--- config.mk ---
export PLATFORM = sky130hd
export DESIGN_NAME = utmi_tx_engine
export DESIGN_NICKNAME = d
export VERILOG_FILES = /design/src/rtl/utx_pkg.sv /design/src/rtl/utx_ctrl.sv /design/src/rtl/utx_datapath.sv /design/src/rtl/utmi_tx_engine.sv
export SDC_FILE = /design/constraint.sdc
export NUM_CORES = 1
export LEC_CHECK = 0
export ABC_CLOCK_PERIOD_IN_PS = 1800
export BUFFER_PORTS_ARGS = -buffer_cell sky130_fd_sc_hd__buf_2
export CAP_MARGIN = 5
export CELL_PAD_IN_SITES_DETAIL_PLACEMENT = 2
export CELL_PAD_IN_SITES_GLOBAL_PLACEMENT = 2
export CORE_UTILIZATION = 32
export DETAILED_ROUTE_END_ITERATION = 7
export GPL_TIMING_DRIVEN = 0
export PLACE_DENSITY_LB_ADDON = 0.3
export SYNTH_ARGS = -nofsm -noshare
export SYNTH_HDL_FRONTEND = slang
export SYNTH_SLANG_ARGS = --single-unit
--- constraint.sdc ---
create_clock -name clk -period 1.8 [get_ports clk]
set_clock_uncertainty 0.05 [all_clocks]
set_input_delay 0.36 -clock clk [delete_from_list [all_inputs] [get_ports clk]]
set_output_delay 0.36 -clock clk [all_outputs]
set_load 0.005 [all_outputs]
--- src/rtl/utx_pkg.sv ---
package utx_pkg;

  typedef enum logic [1:0] {
    ST_IDLE,
    ST_SEND,
    ST_EOP
  } txState_t;

  localparam logic [1:0] SYM_SE0 = 2'b00;
  localparam logic [1:0] SYM_J   = 2'b01;
  localparam logic [1:0] SYM_K   = 2'b10;

  localparam logic [1:0] OPM_NORMAL  = 2'd0;
  localparam logic [1:0] OPM_NODRIVE = 2'd1;
  localparam logic [1:0] OPM_RAW     = 2'd2;

  // strobes from control to datapath
  typedef struct packed {
    logic capture;    // take dataIn into the reserve byte
    logic loadSync;   // preload the sync pattern, reset line level
    logic sendBit;    // emit next data bit
    logic sendStuff;  // emit a stuffed zero
    logic loadNext;   // move reserve byte into shifter (with sendBit)
    logic sendSe0;
    logic sendJ;
    logic dropDrive;
    logic rawMode;
  } txCmd_t;

  // status from datapath to control
  typedef struct packed {
    logic holdFull;
    logic lastBit;
    logic stuffDue;
  } dpStat_t;

endpackage

--- src/rtl/utx_ctrl.sv ---
module utx_ctrl
  import utx_pkg::*;
#(
  parameter int EOP_SE0_BITS = 2
) (
  input  logic       clk,
  input  logic       rstN,
  input  logic       bitStrobe,
  input  logic       txValid,
  input  logic [1:0] opMode,
  input  dpStat_t    stat,
  output txCmd_t     cmd,
  output logic       txReady,
  output logic       inEop
);

  localparam int EOP_W = $clog2(EOP_SE0_BITS + 2);
  localparam logic [EOP_W-1:0] EOP_J_STEP   = EOP_W'(EOP_SE0_BITS);

  txState_t         state, nextState;
  logic [EOP_W-1:0] eopCnt;
  logic             endSeen;
  logic             rawMode;
  logic             boundary;
  logic             startPkt;

  assign startPkt = (state == ST_IDLE) && txValid && (opMode != OPM_NODRIVE);
  assign boundary = bitStrobe && !stat.stuffDue && stat.lastBit;
  assign inEop    = (state == ST_EOP);

  always_comb begin
    cmd         = '0;
    cmd.rawMode = rawMode;
    nextState   = state;
    txReady     = 1'b0;
    unique case (state)
      ST_IDLE: begin
        if (startPkt) begin
          nextState    = ST_SEND;
          cmd.loadSync = 1'b1;
        end
      end
      ST_SEND: begin
        txReady     = !stat.holdFull && !endSeen && !boundary;
        cmd.capture = txValid && txReady;
        if (bitStrobe) begin
          if (stat.stuffDue) begin
            cmd.sendStuff = 1'b1;
          end else begin
            cmd.sendBit = 1'b1;
            if (stat.lastBit) begin
              if (stat.holdFull) cmd.loadNext = 1'b1;
              else               nextState    = ST_EOP;
            end
          end
        end
      end
      ST_EOP: begin
        if (bitStrobe) begin
          if (eopCnt == '0 && stat.stuffDue) begin
            cmd.sendStuff = 1'b1;
          end else if (eopCnt < EOP_J_STEP) begin
            cmd.sendSe0 = 1'b1;
          end else if (eopCnt == EOP_J_STEP) begin
            cmd.sendJ = 1'b1;
          end else begin
            cmd.dropDrive = 1'b1;
            nextState     = ST_IDLE;
          end
        end
      end
      default: nextState = ST_IDLE;
    endcase
  end

  always_ff @(posedge clk) begin
    if (!rstN) begin
      state   <= ST_IDLE;
      eopCnt  <= '0;
      endSeen <= 1'b0;
      rawMode <= 1'b0;
    end else begin
      state <= nextState;
      if (startPkt) begin
        rawMode <= (opMode == OPM_RAW);
        endSeen <= 1'b0;
        eopCnt  <= '0;
      end
      if (state == ST_SEND && !txValid) endSeen <= 1'b1;
      if (cmd.sendSe0 || cmd.sendJ) eopCnt <= eopCnt + 1'b1;
    end
  end

  AST_ONE_PENDING: assert property (@(posedge clk) disable iff (!rstN)
    (txValid && txReady) |=> !txReady);

  AST_END_LOCKS_READY: assert property (@(posedge clk) disable iff (!rstN)
    (state == ST_SEND && !txValid) |=> !txReady);

  AST_NODRIVE_IDLE: assert property (@(posedge clk) disable iff (!rstN)
    (state == ST_IDLE && opMode == OPM_NODRIVE) |=> (state == ST_IDLE));

endmodule

--- src/rtl/utx_datapath.sv ---
module utx_datapath
  import utx_pkg::*;
#(
  parameter int                BYTE_W       = 8,
  parameter int                STUFF_RUN    = 6,
  parameter logic [BYTE_W-1:0] SYNC_PATTERN = 8'h80
) (
  input  logic              clk,
  input  logic              rstN,
  input  logic [BYTE_W-1:0] dataIn,
  input  txCmd_t            cmd,
  output dpStat_t           stat,
  output logic [1:0]        lineSym,
  output logic              driveEn
);

  localparam int BIT_IDX_W = $clog2(BYTE_W);
  localparam int RUN_W     = $clog2(STUFF_RUN + 1);
  localparam logic [BIT_IDX_W-1:0] LAST_IDX = BIT_IDX_W'(BYTE_W - 1);
  localparam logic [RUN_W-1:0]     RUN_MAX  = RUN_W'(STUFF_RUN);

  logic [BYTE_W-1:0]    holdByte, shiftReg;
  logic                 holdFull;
  logic [BIT_IDX_W-1:0] bitIdx;
  logic [RUN_W-1:0]     onesCnt;
  logic                 lineIsJ;
  logic [1:0]           symReg;
  logic                 driveReg;
  logic                 dataBit, nrziLvl;

  assign dataBit       = shiftReg[0];
  assign nrziLvl       = dataBit ? lineIsJ : !lineIsJ;
  assign stat.holdFull = holdFull;
  assign stat.lastBit  = (bitIdx == LAST_IDX);
  assign stat.stuffDue = !cmd.rawMode && (onesCnt == RUN_MAX);
  assign lineSym       = symReg;
  assign driveEn       = driveReg;

  always_ff @(posedge clk) begin
    if (!rstN) begin
      holdByte <= '0;
      shiftReg <= '0;
      holdFull <= 1'b0;
      bitIdx   <= '0;
      onesCnt  <= '0;
      lineIsJ  <= 1'b1;
      symReg   <= SYM_J;
      driveReg <= 1'b0;
    end else begin
      if (cmd.capture) begin
        holdByte <= dataIn;
        holdFull <= 1'b1;
      end
      if (cmd.loadSync) begin
        shiftReg <= SYNC_PATTERN;
        bitIdx   <= '0;
        onesCnt  <= '0;
        lineIsJ  <= 1'b1;
      end
      if (cmd.sendBit) begin
        driveReg <= 1'b1;
        if (cmd.rawMode) begin
          symReg <= dataBit ? SYM_J : SYM_K;
        end else begin
          symReg  <= nrziLvl ? SYM_J : SYM_K;
          lineIsJ <= nrziLvl;
          onesCnt <= dataBit ? onesCnt + 1'b1 : '0;
        end
        if (stat.lastBit) begin
          bitIdx <= '0;
          if (cmd.loadNext) begin
            shiftReg <= holdByte;
            holdFull <= 1'b0;
          end
        end else begin
          bitIdx   <= bitIdx + 1'b1;
          shiftReg <= shiftReg >> 1;
        end
      end
      if (cmd.sendStuff) begin
        driveReg <= 1'b1;
        symReg   <= lineIsJ ? SYM_K : SYM_J;
        lineIsJ  <= !lineIsJ;
        onesCnt  <= '0;
      end
      if (cmd.sendSe0) begin
        driveReg <= 1'b1;
        symReg   <= SYM_SE0;
      end
      if (cmd.sendJ) begin
        symReg <= SYM_J;
      end
      if (cmd.dropDrive) begin
        driveReg <= 1'b0;
        symReg   <= SYM_J;
        lineIsJ  <= 1'b1;
      end
    end
  end

  AST_RUN_BOUND: assert property (@(posedge clk) disable iff (!rstN)
    onesCnt <= RUN_MAX);

  AST_NO_LOAD_COLLIDE: assert property (@(posedge clk) disable iff (!rstN)
    !(cmd.capture && cmd.loadNext));

endmodule

--- src/rtl/utmi_tx_engine.sv ---
module utmi_tx_engine
  import utx_pkg::*;
#(
  parameter int BYTE_W       = 8,
  parameter int STUFF_RUN    = 6,
  parameter int EOP_SE0_BITS = 2
) (
  input  logic              clk,
  input  logic              rstN,
  input  logic              bitStrobe,
  input  logic [BYTE_W-1:0] dataIn,
  input  logic              txValid,
  input  logic [1:0]        opMode,
  output logic              txReady,
  output logic [1:0]        lineSym,
  output logic              driveEn
);

  localparam logic [BYTE_W-1:0] SYNC_PATTERN = BYTE_W'(1) << (BYTE_W - 1);

  txCmd_t  cmd;
  dpStat_t stat;
  logic    inEop;

  utx_ctrl #(
    .EOP_SE0_BITS(EOP_SE0_BITS)
  ) ctrl_i (
    .clk      (clk),
    .rstN     (rstN),
    .bitStrobe(bitStrobe),
    .txValid  (txValid),
    .opMode   (opMode),
    .stat     (stat),
    .cmd      (cmd),
    .txReady  (txReady),
    .inEop    (inEop)
  );

  utx_datapath #(
    .BYTE_W      (BYTE_W),
    .STUFF_RUN   (STUFF_RUN),
    .SYNC_PATTERN(SYNC_PATTERN)
  ) dp_i (
    .clk    (clk),
    .rstN   (rstN),
    .dataIn (dataIn),
    .cmd    (cmd),
    .stat   (stat),
    .lineSym(lineSym),
    .driveEn(driveEn)
  );

  AST_HOLD_BETWEEN_STROBES: assert property (@(posedge clk) disable iff (!rstN)
    !bitStrobe |=> ($stable(lineSym) && $stable(driveEn)));

  AST_SE0_ONLY_IN_EOP: assert property (@(posedge clk) disable iff (!rstN)
    (lineSym == SYM_SE0) |-> inEop);

  AST_RELEASED_IS_J: assert property (@(posedge clk) disable iff (!rstN)
    !driveEn |-> (lineSym == SYM_J));

endmodule

==> results_dict.tcl, run 1 <==
set metrics [dict create \
    post-route-util_pct 44.0 \
    switching_share_pct 38.1 \
    synth.avg_cell_area_um2 8.32 \
    cpMaxStageDelayCell "dfxtp_2" \
    grt_pass1_wl_um 10700 \
    via_per_inst 5.58 \
    worst_slew_pin_slew_ps 596 \
    area_delta_synth_final_pct 30.6 \
    cellInternalPower_w 0.00154 \
    start_util_pct 33.7 \
    grt_overflow 0 \
    r2r_slack_ps 40 \
    synth_enable_flop_cells 0 \
    gp_congestion 0.729 \
    hp-class "in2reg" \
    worstPathArrival_ps 1380 \
    clkPwrFrac_pct 21.5 \
    drtAntennaViolNets 0 \
    combPwrFrac_pct 42.2 \
    clock_sinks 33 \
    die_area_um2 6180 \
    syn_nets 251 \
    cts-root-buf "clkbuf_8" \
    synth_cell_type_count 51 \
    port_buffers 16 \
    gr-usage-all-layers_pct 22.8 \
    wl_um 6940 \
    hold_slack_ps 251 \
    syn_area_um2 1880 \
    worst_path_largest_cell_delay_ps 330 \
    p_leak_nw 0.932 \
    cp-start-kind "flip-flop" \
    slew_viol_final 0 \
    r2r_start "dp_i.onesCnt[0]$_SDFF_PP0_" \
    yosysSeqAreaShare_pct 35.2 \
    final_common_cell "dfxtp_1" \
    numCtsBuffers 5 \
    grt_pass1_vias 1976 \
    yosys_warnings 0 \
    num_antenna_cells 0 \
    antenna_found_initial 0 \
    chipWidth_um 78.6 \
    via_count 1897 \
    post-route-drc-count 0 \
    ys.flop_type "dfxtp_1" \
    rsz0062_at_grt "true" \
    slew_headroom_pct 60.3 \
    layout_common_cells "dfxtp_1, nand2_1, nand3_1, buf_4" \
    drive_gt1_share_pct 31.0 \
    p_per_area_nw_per_um2 1010 \
    path_cells "inv_2, ha_4, and3b_4, o21ai_2, nor3_2, buf_2" \
    synthCells 226 \
    setup_viol 0 \
    io_pins 18 \
    core_um2 5570 \
    cts.path.max_buffers 2 \
    final_area_um2 2450 \
    fmax_mhz 559 \
    irDropWorstVdd_v 0.000374 \
    clk_latency_ps 290 \
    fin_crit_sh_pct 99.4 \
    drt_first_pass_iters 4 \
    nets 294 \
    async_reset_ff_share_pct 0 \
    placed_cell_area_um2 2050 \
    ys_seq_elements 33 \
    maxCapViolations 0 \
    drt_iter0_markers 100 \
    num_rows 27 \
    rr_endpoint "dp_i.shiftReg[0]$_SDFF_PN0_" \
    hold_viol_final 0 \
    reg2reg_depth 8 \
    fin_tns_setup_ps 0 \
    crit_path_start "dp_i.onesCnt[0]$_SDFF_PP0_" \
    p_seq_share_pct 36.3 \
    wl_per_cell_um 20.4 \
    status "finished, final reports clean" \
    cts_tree "done" \
    final.min_clock_period_ps 1790 \
    hpwlAfterDp_um 4230 \
    p_sw_w 0.000947 \
    crit_end "txReady" \
    clkTransAtPathRegs_ps 70 \
    worstSetupEndpointType "output pin" \
    hp-start "dataIn[7]" \
    cts-htree-levels 2 \
    fillers 637 \
    critPathKind "reg2out" \
    die_h_um 78.6 \
    path_max_fanout 3 \
    grt_max_degree 11 \
    required_ps 1390 \
]
-- stage by stage --
stage                     std cells  worst slack [ps]  power, W
after floorplan                 226              84.7   0.00141
after global placement          314             -82.6   0.00164
after detailed placement        314              -142   0.00166
after CTS                       331             -39.8   0.00232
after global routing            340             -18.8   0.00262
final                           340              11.6   0.00248
-- cells in the mapped netlist, types with 2 or more instances --
| cell type | count | share of area, % |
|---|---|---|
| o21ai_1 | 8 | 2.1 |
| nand3_1 | 19 | 5.1 |
| o21ai_0 | 5 | 1.3 |
| buf_2 | 3 | 0.80 |
| nor3b_1 | 6 | 2.4 |
| a22oi_1 | 2 | 0.80 |
| ha_1 | 11 | 7.3 |
| nand2_1 | 27 | 5.4 |
| o31ai_1 | 2 | 0.80 |
| and3_1 | 5 | 1.7 |
| clkbuf_1 | 7 | 1.4 |
| a211oi_1 | 3 | 1.2 |
| mux2i_1 | 2 | 1.1 |
| o22ai_1 | 2 | 0.67 |
| o211ai_1 | 8 | 3.2 |
| o21a_1 | 3 | 1.2 |
| a21oi_1 | 18 | 4.8 |
| inv_1 | 8 | 1.6 |
| or3_1 | 2 | 0.67 |
| nor2_1 | 5 | 1.0 |
| nor3_1 | 5 | 1.3 |
| nand3b_1 | 4 | 1.6 |
| dfxtp_1 | 33 | 35 |
| nand4_1 | 3 | 1.0 |
| buf_4 | 2 | 0.80 |
| o31a_1 | 5 | 2.3 |
| nand2b_1 | 3 | 1.0 |
| nor3_2 | 2 | 1.1 |
-- per-layer routing --
metal,up-vias,global-route usage [%],wire length (um)
met1,957,29.7,3150
met5,-,0,0
met3,4,3.49,246
met2,30,39.0,3500
li1,906,-,-
met4,0,5.56,47
-- logic make-up (layout without fill, tap and decap cells) --
kind of cell | Yosys count | in the layout | share of synthesized area, %
buffers and inverters | 22 | 64 | 5.39
XOR/XNOR | 2 | 2 | 0.932
AND/OR/NAND/NOR | 91 | 91 | 26.4
multiplexers | 3 | 3 | 1.66
adder cells (fa/ha/maj) | 11 | 11 | 7.32
AO/OA/AOI/OAI | 64 | 64 | 23.1
flip-flops | 33 | 33 | 35.2
-- power groups by stage --
| stage | registers, W | logic [W] | clock network, W |
|---|---|---|---|
| 6_report | 0.000901 | 0.00105 | 0.000535 |
| 5_1_grt | 0.000912 | 0.00114 | 0.000571 |
| 4_1_cts | 0.000892 | 0.000886 | 0.000547 |
| 3_5_place_dp | 0.000903 | 0.000760 | 0 |
| 3_3_place_gp | 0.000898 | 0.000739 | 0 |
| 2_1_floorplan | 0.000885 | 0.000525 | 0 |
-- how the worst min path moves through the flow --
| stage | slack [ps] | cells after the start | end |
|---|---|---|---|
| floorplan | 380 | 2 | dp_i.holdByte[5]$_SDFFE_PN0P_ |
| global placement | 390 | 2 | dp_i.holdByte[6]$_SDFFE_PN0P_ |
| detailed placement | 410 | 2 | dp_i.holdByte[5]$_SDFFE_PN0P_ |
| CTS | 250 | 3 | dp_i.holdByte[7]$_SDFFE_PN0P_ |
| global route | 260 | 3 | dp_i.holdByte[7]$_SDFFE_PN0P_ |
| finish | 250 | 3 | dp_i.holdByte[7]$_SDFFE_PN0P_ |
-- worst max-delay path, delay by kind of cell (launching register included) --
| family | cells | cell delay [ps] |
|---|---|---|
| adder cells (fa/ha/maj) | 1 | 140 |
| AND/OR/NAND/NOR | 2 | 340 |
| flip-flops | 1 | 330 |
| buffers and inverters | 2 | 210 |
| AO/OA/AOI/OAI | 1 | 60 |
-- cell type report --
cell class                      instances  area [um2]  area share (%)
Tap cell                               72        90.1            3.67
Timing Repair Buffer                   36         246            10.0
Clock inverter                          1        5.00           0.204
Clock buffer                            5        68.8            2.80
Buffer                                 13        85.1            3.47
Inverter                                9        33.8            1.38
Multi-Input combinational cell        171        1250            51.0
Sequential cell                        33         672            27.4
-- registers in the layout (all words and copies together), names as in the netlist --
| signal | cells |
|---|---|
| dp_i.bitIdx | 3 |
| ctrl_i.eopCnt | 2 |
| dp_i.holdFull | 1 |
| dp_i.lineIsJ | 1 |
| ctrl_i.state | 2 |
| dp_i.lineSym | 2 |
| ctrl_i.rawMode | 1 |
| dp_i.holdByte | 8 |
| dp_i.driveEn | 1 |
| ctrl_i.endSeen | 1 |
| dp_i.shiftReg | 8 |
| dp_i.onesCnt | 3 |
-- repair_timing --
action	CTS	global route
endpoints found under the setup margin	20	29
gates resized for setup	28	20
hold buffers	0	0
pin swaps	6	7
buffers inserted	11	9
(Power assumes the default switching activity.)
==> run 2, diff against run 1 <==
- ABC_CLOCK_PERIOD_IN_PS: 1800 -> 1400
- clock period: 1.8 -> 1.4 ns (I/O delays scaled with it)
==> results_dict.tcl, run 2 (synthesis gave the netlist of run 1 again) <==
set metrics [dict create \
    status "finished with violations" \
    violations "setup timing" \
    r2r_start "ctrl_i.state[1]$_SDFFE_PN0P_" \
    hold_path_end "dp_i.holdByte[4]$_SDFFE_PN0P_" \
    gr-usage-all-layers_pct 28.2 \
    die_area_um2 6180 \
    irDropWorstVdd_v 0.000713 \
    seqCellArea_um2 678 \
    switching_share_pct 41.3 \
    num_rows 27 \
    path_cells "buf_4, ha_4, buf_6, a21oi_4, or3_4, buf_4, nand3_2, a211oi_2" \
    worst_path_largest_cell_delay_ps 350 \
    chipWidth_um 78.6 \
    path_max_fanout 4 \
    io_pins 18 \
    required_ps 1540 \
    area_delta_synth_final_pct 59.5 \
    worst_slew_pin_slew_ps 863 \
    rsz0062_at_grt "true" \
    largestRegisters "dp_i.holdByte: 8 flops, dp_i.shiftReg: 8 flops" \
    cts.path.max_buffers 2 \
    numCtsBuffers 5 \
    hp-class "in2reg" \
    p_per_area_nw_per_um2 1350 \
    drt_iter0_markers 81 \
    multi_input_area_um2 1530 \
    port_buffers 16 \
    slew_viol_final 0 \
    finalPower_w 0.00403 \
    grt_pass1_vias 2278 \
    drt_first_pass_iters 4 \
    cts-root-buf "clkbuf_8" \
    rr_endpoint "dp_i.lineSym[1]$_SDFFE_PP0P_" \
    wl_um 10200 \
    r2r_slack_ps -400 \
    num_antenna_cells 0 \
    antenna_found_initial 0 \
    grt_max_degree 12 \
    grt_overflow 0 \
    slew_headroom_pct 42.4 \
    via_count 2187 \
    start_util_pct 33.7 \
    fmax_mhz 555 \
    combPwrFrac_pct 51.3 \
    final_common_cell "dfxtp_1" \
    reg2reg_depth 8 \
    hold_viol_final 0 \
    setup_ws_ps -401 \
    wl_per_cell_um 28.6 \
    min_path_cells 3 \
    cpMostUsedCell "buf_4" \
    core_um2 5570 \
    dp_cells 314 \
    fin_crit_sh_pct 129 \
    clkPwrFrac_pct 18.9 \
    setup_viol 34 \
    hpwlAfterDp_um 4260 \
    fillers 561 \
    cp-start-kind "flip-flop" \
    clock_sinks 33 \
    hp-start "dataIn[4]" \
    fin_tns_setup_ps -10210 \
    worstPathArrival_ps 1950 \
    p_sw_w 0.00166 \
    maxCapViolations 0 \
    cts_tree "done" \
    post-route-util_pct 53.8 \
    p_leak_nw 1.11 \
    drive_gt1_share_pct 50.2 \
    via_per_inst 6.13 \
    clk_latency_ps 310 \
    grt_pass1_wl_um 12900 \
    clkTransAtPathRegs_ps 80 \
    final.min_clock_period_ps 1800 \
    nets 309 \
    drtAntennaViolNets 0 \
    worstSetupEndpointType "flip-flop" \
    die_h_um 78.6 \
    cpMaxStageDelayCell "dfxtp_2" \
    cts.hold.buffers_added 0 \
    critPathKind "reg2reg" \
    layout_common_cells "dfxtp_1, nand2_1, buf_4, buf_2, a21oi_1" \
    p_seq_share_pct 29.8 \
    cts-htree-levels 2 \
    post-route-drc-count 0 \
    stdcell_count 357 \
    gp_congestion 0.729 \
    cellInternalPower_w 0.00237 \
]
==> run 2: what timing repair did <==
action | in CTS | in global routing
gates cloned | 3 | 0
endpoints found under the setup margin | 34 | 34
pin swaps | 23 | 31
setup buffers | 26 | 7
resized for setup | 55 | 39
==> run 2: cell type report <==
cell class                 instances  share of cell area [%]
multi-input combinational        172                    50.9
tap                               72                    3.01
buffer                            13                    4.09
timing repair buffer              50                    15.4
clock buffer                       6                    2.42
inverter                           9                    1.21
clock inverter                     2                   0.334
sequential                        33                    22.6
==> run 2: worst max-delay path: cells and delay by family, from the launching register on <==
| family | cells | cell delay, ps |
|---|---|---|
| and+or+nand+nor | 2 | 260 |
| buffers and inverters | 3 | 390 |
| DFF | 1 | 350 |
| AOI/OAI and AO/OA | 2 | 490 |
| adders and majority gates | 1 | 150 |
==> run 2: per-layer routing <==
layer / up-vias / track usage (%) / share of wire (%)
met4: 0 / 9.44 / 4.8
met3: 41 / 4.77 / 3.9
li1: 947 / - / -
met5: - / 0 / 0
met2: 69 / 50.9 / 52
met1: 1130 / 33.4 / 40
==> run 2: worst max-delay path by stage <==
stage / depth (start not counted) / slack [ps] / endpoint / from
floorplan: 7 / -120 / dp_i.lineSym[0]$_SDFFE_PP1P_ / ctrl_i.state[0]$_SDFFE_PN0P_
global route: 7 / -450 / dp_i.lineIsJ$_SDFF_PP1_ / ctrl_i.state[1]$_SDFFE_PN0P_
finish: 8 / -400 / dp_i.lineSym[1]$_SDFFE_PP0P_ / ctrl_i.state[1]$_SDFFE_PN0P_
detailed placement: 7 / -340 / dp_i.shiftReg[4]$_SDFF_PN0_ / dp_i.onesCnt[0]$_SDFF_PP0_
CTS: 6 / -350 / txReady / dp_i.bitIdx[0]$_SDFFE_PN0P_
global placement: 7 / -320 / dp_i.lineSym[1]$_SDFFE_PP0P_ / ctrl_i.state[1]$_SDFFE_PN0P_
==> run 2: power groups by stage <==
stage          Sequential, W  Combinational (W)  Clock [W]
2_1_floorplan        0.00115           0.000762          0
3_3_place_gp         0.00117            0.00103          0
3_5_place_dp         0.00117            0.00106          0
4_1_cts              0.00116            0.00166   0.000750
5_1_grt              0.00121            0.00214   0.000793
6_report             0.00120            0.00207   0.000762
==> run 2: through the flow <==
stage / hold slack [ps] / area, um2 / setup WS [ps]
final: 164 / 3000 / -401
after global placement: 390 / 2150 / -322
after global routing: 174 / 3000 / -449
after detailed placement: 404 / 2150 / -343
after CTS: 161 / 2770 / -348
after floorplan: 363 / 1980 / -118
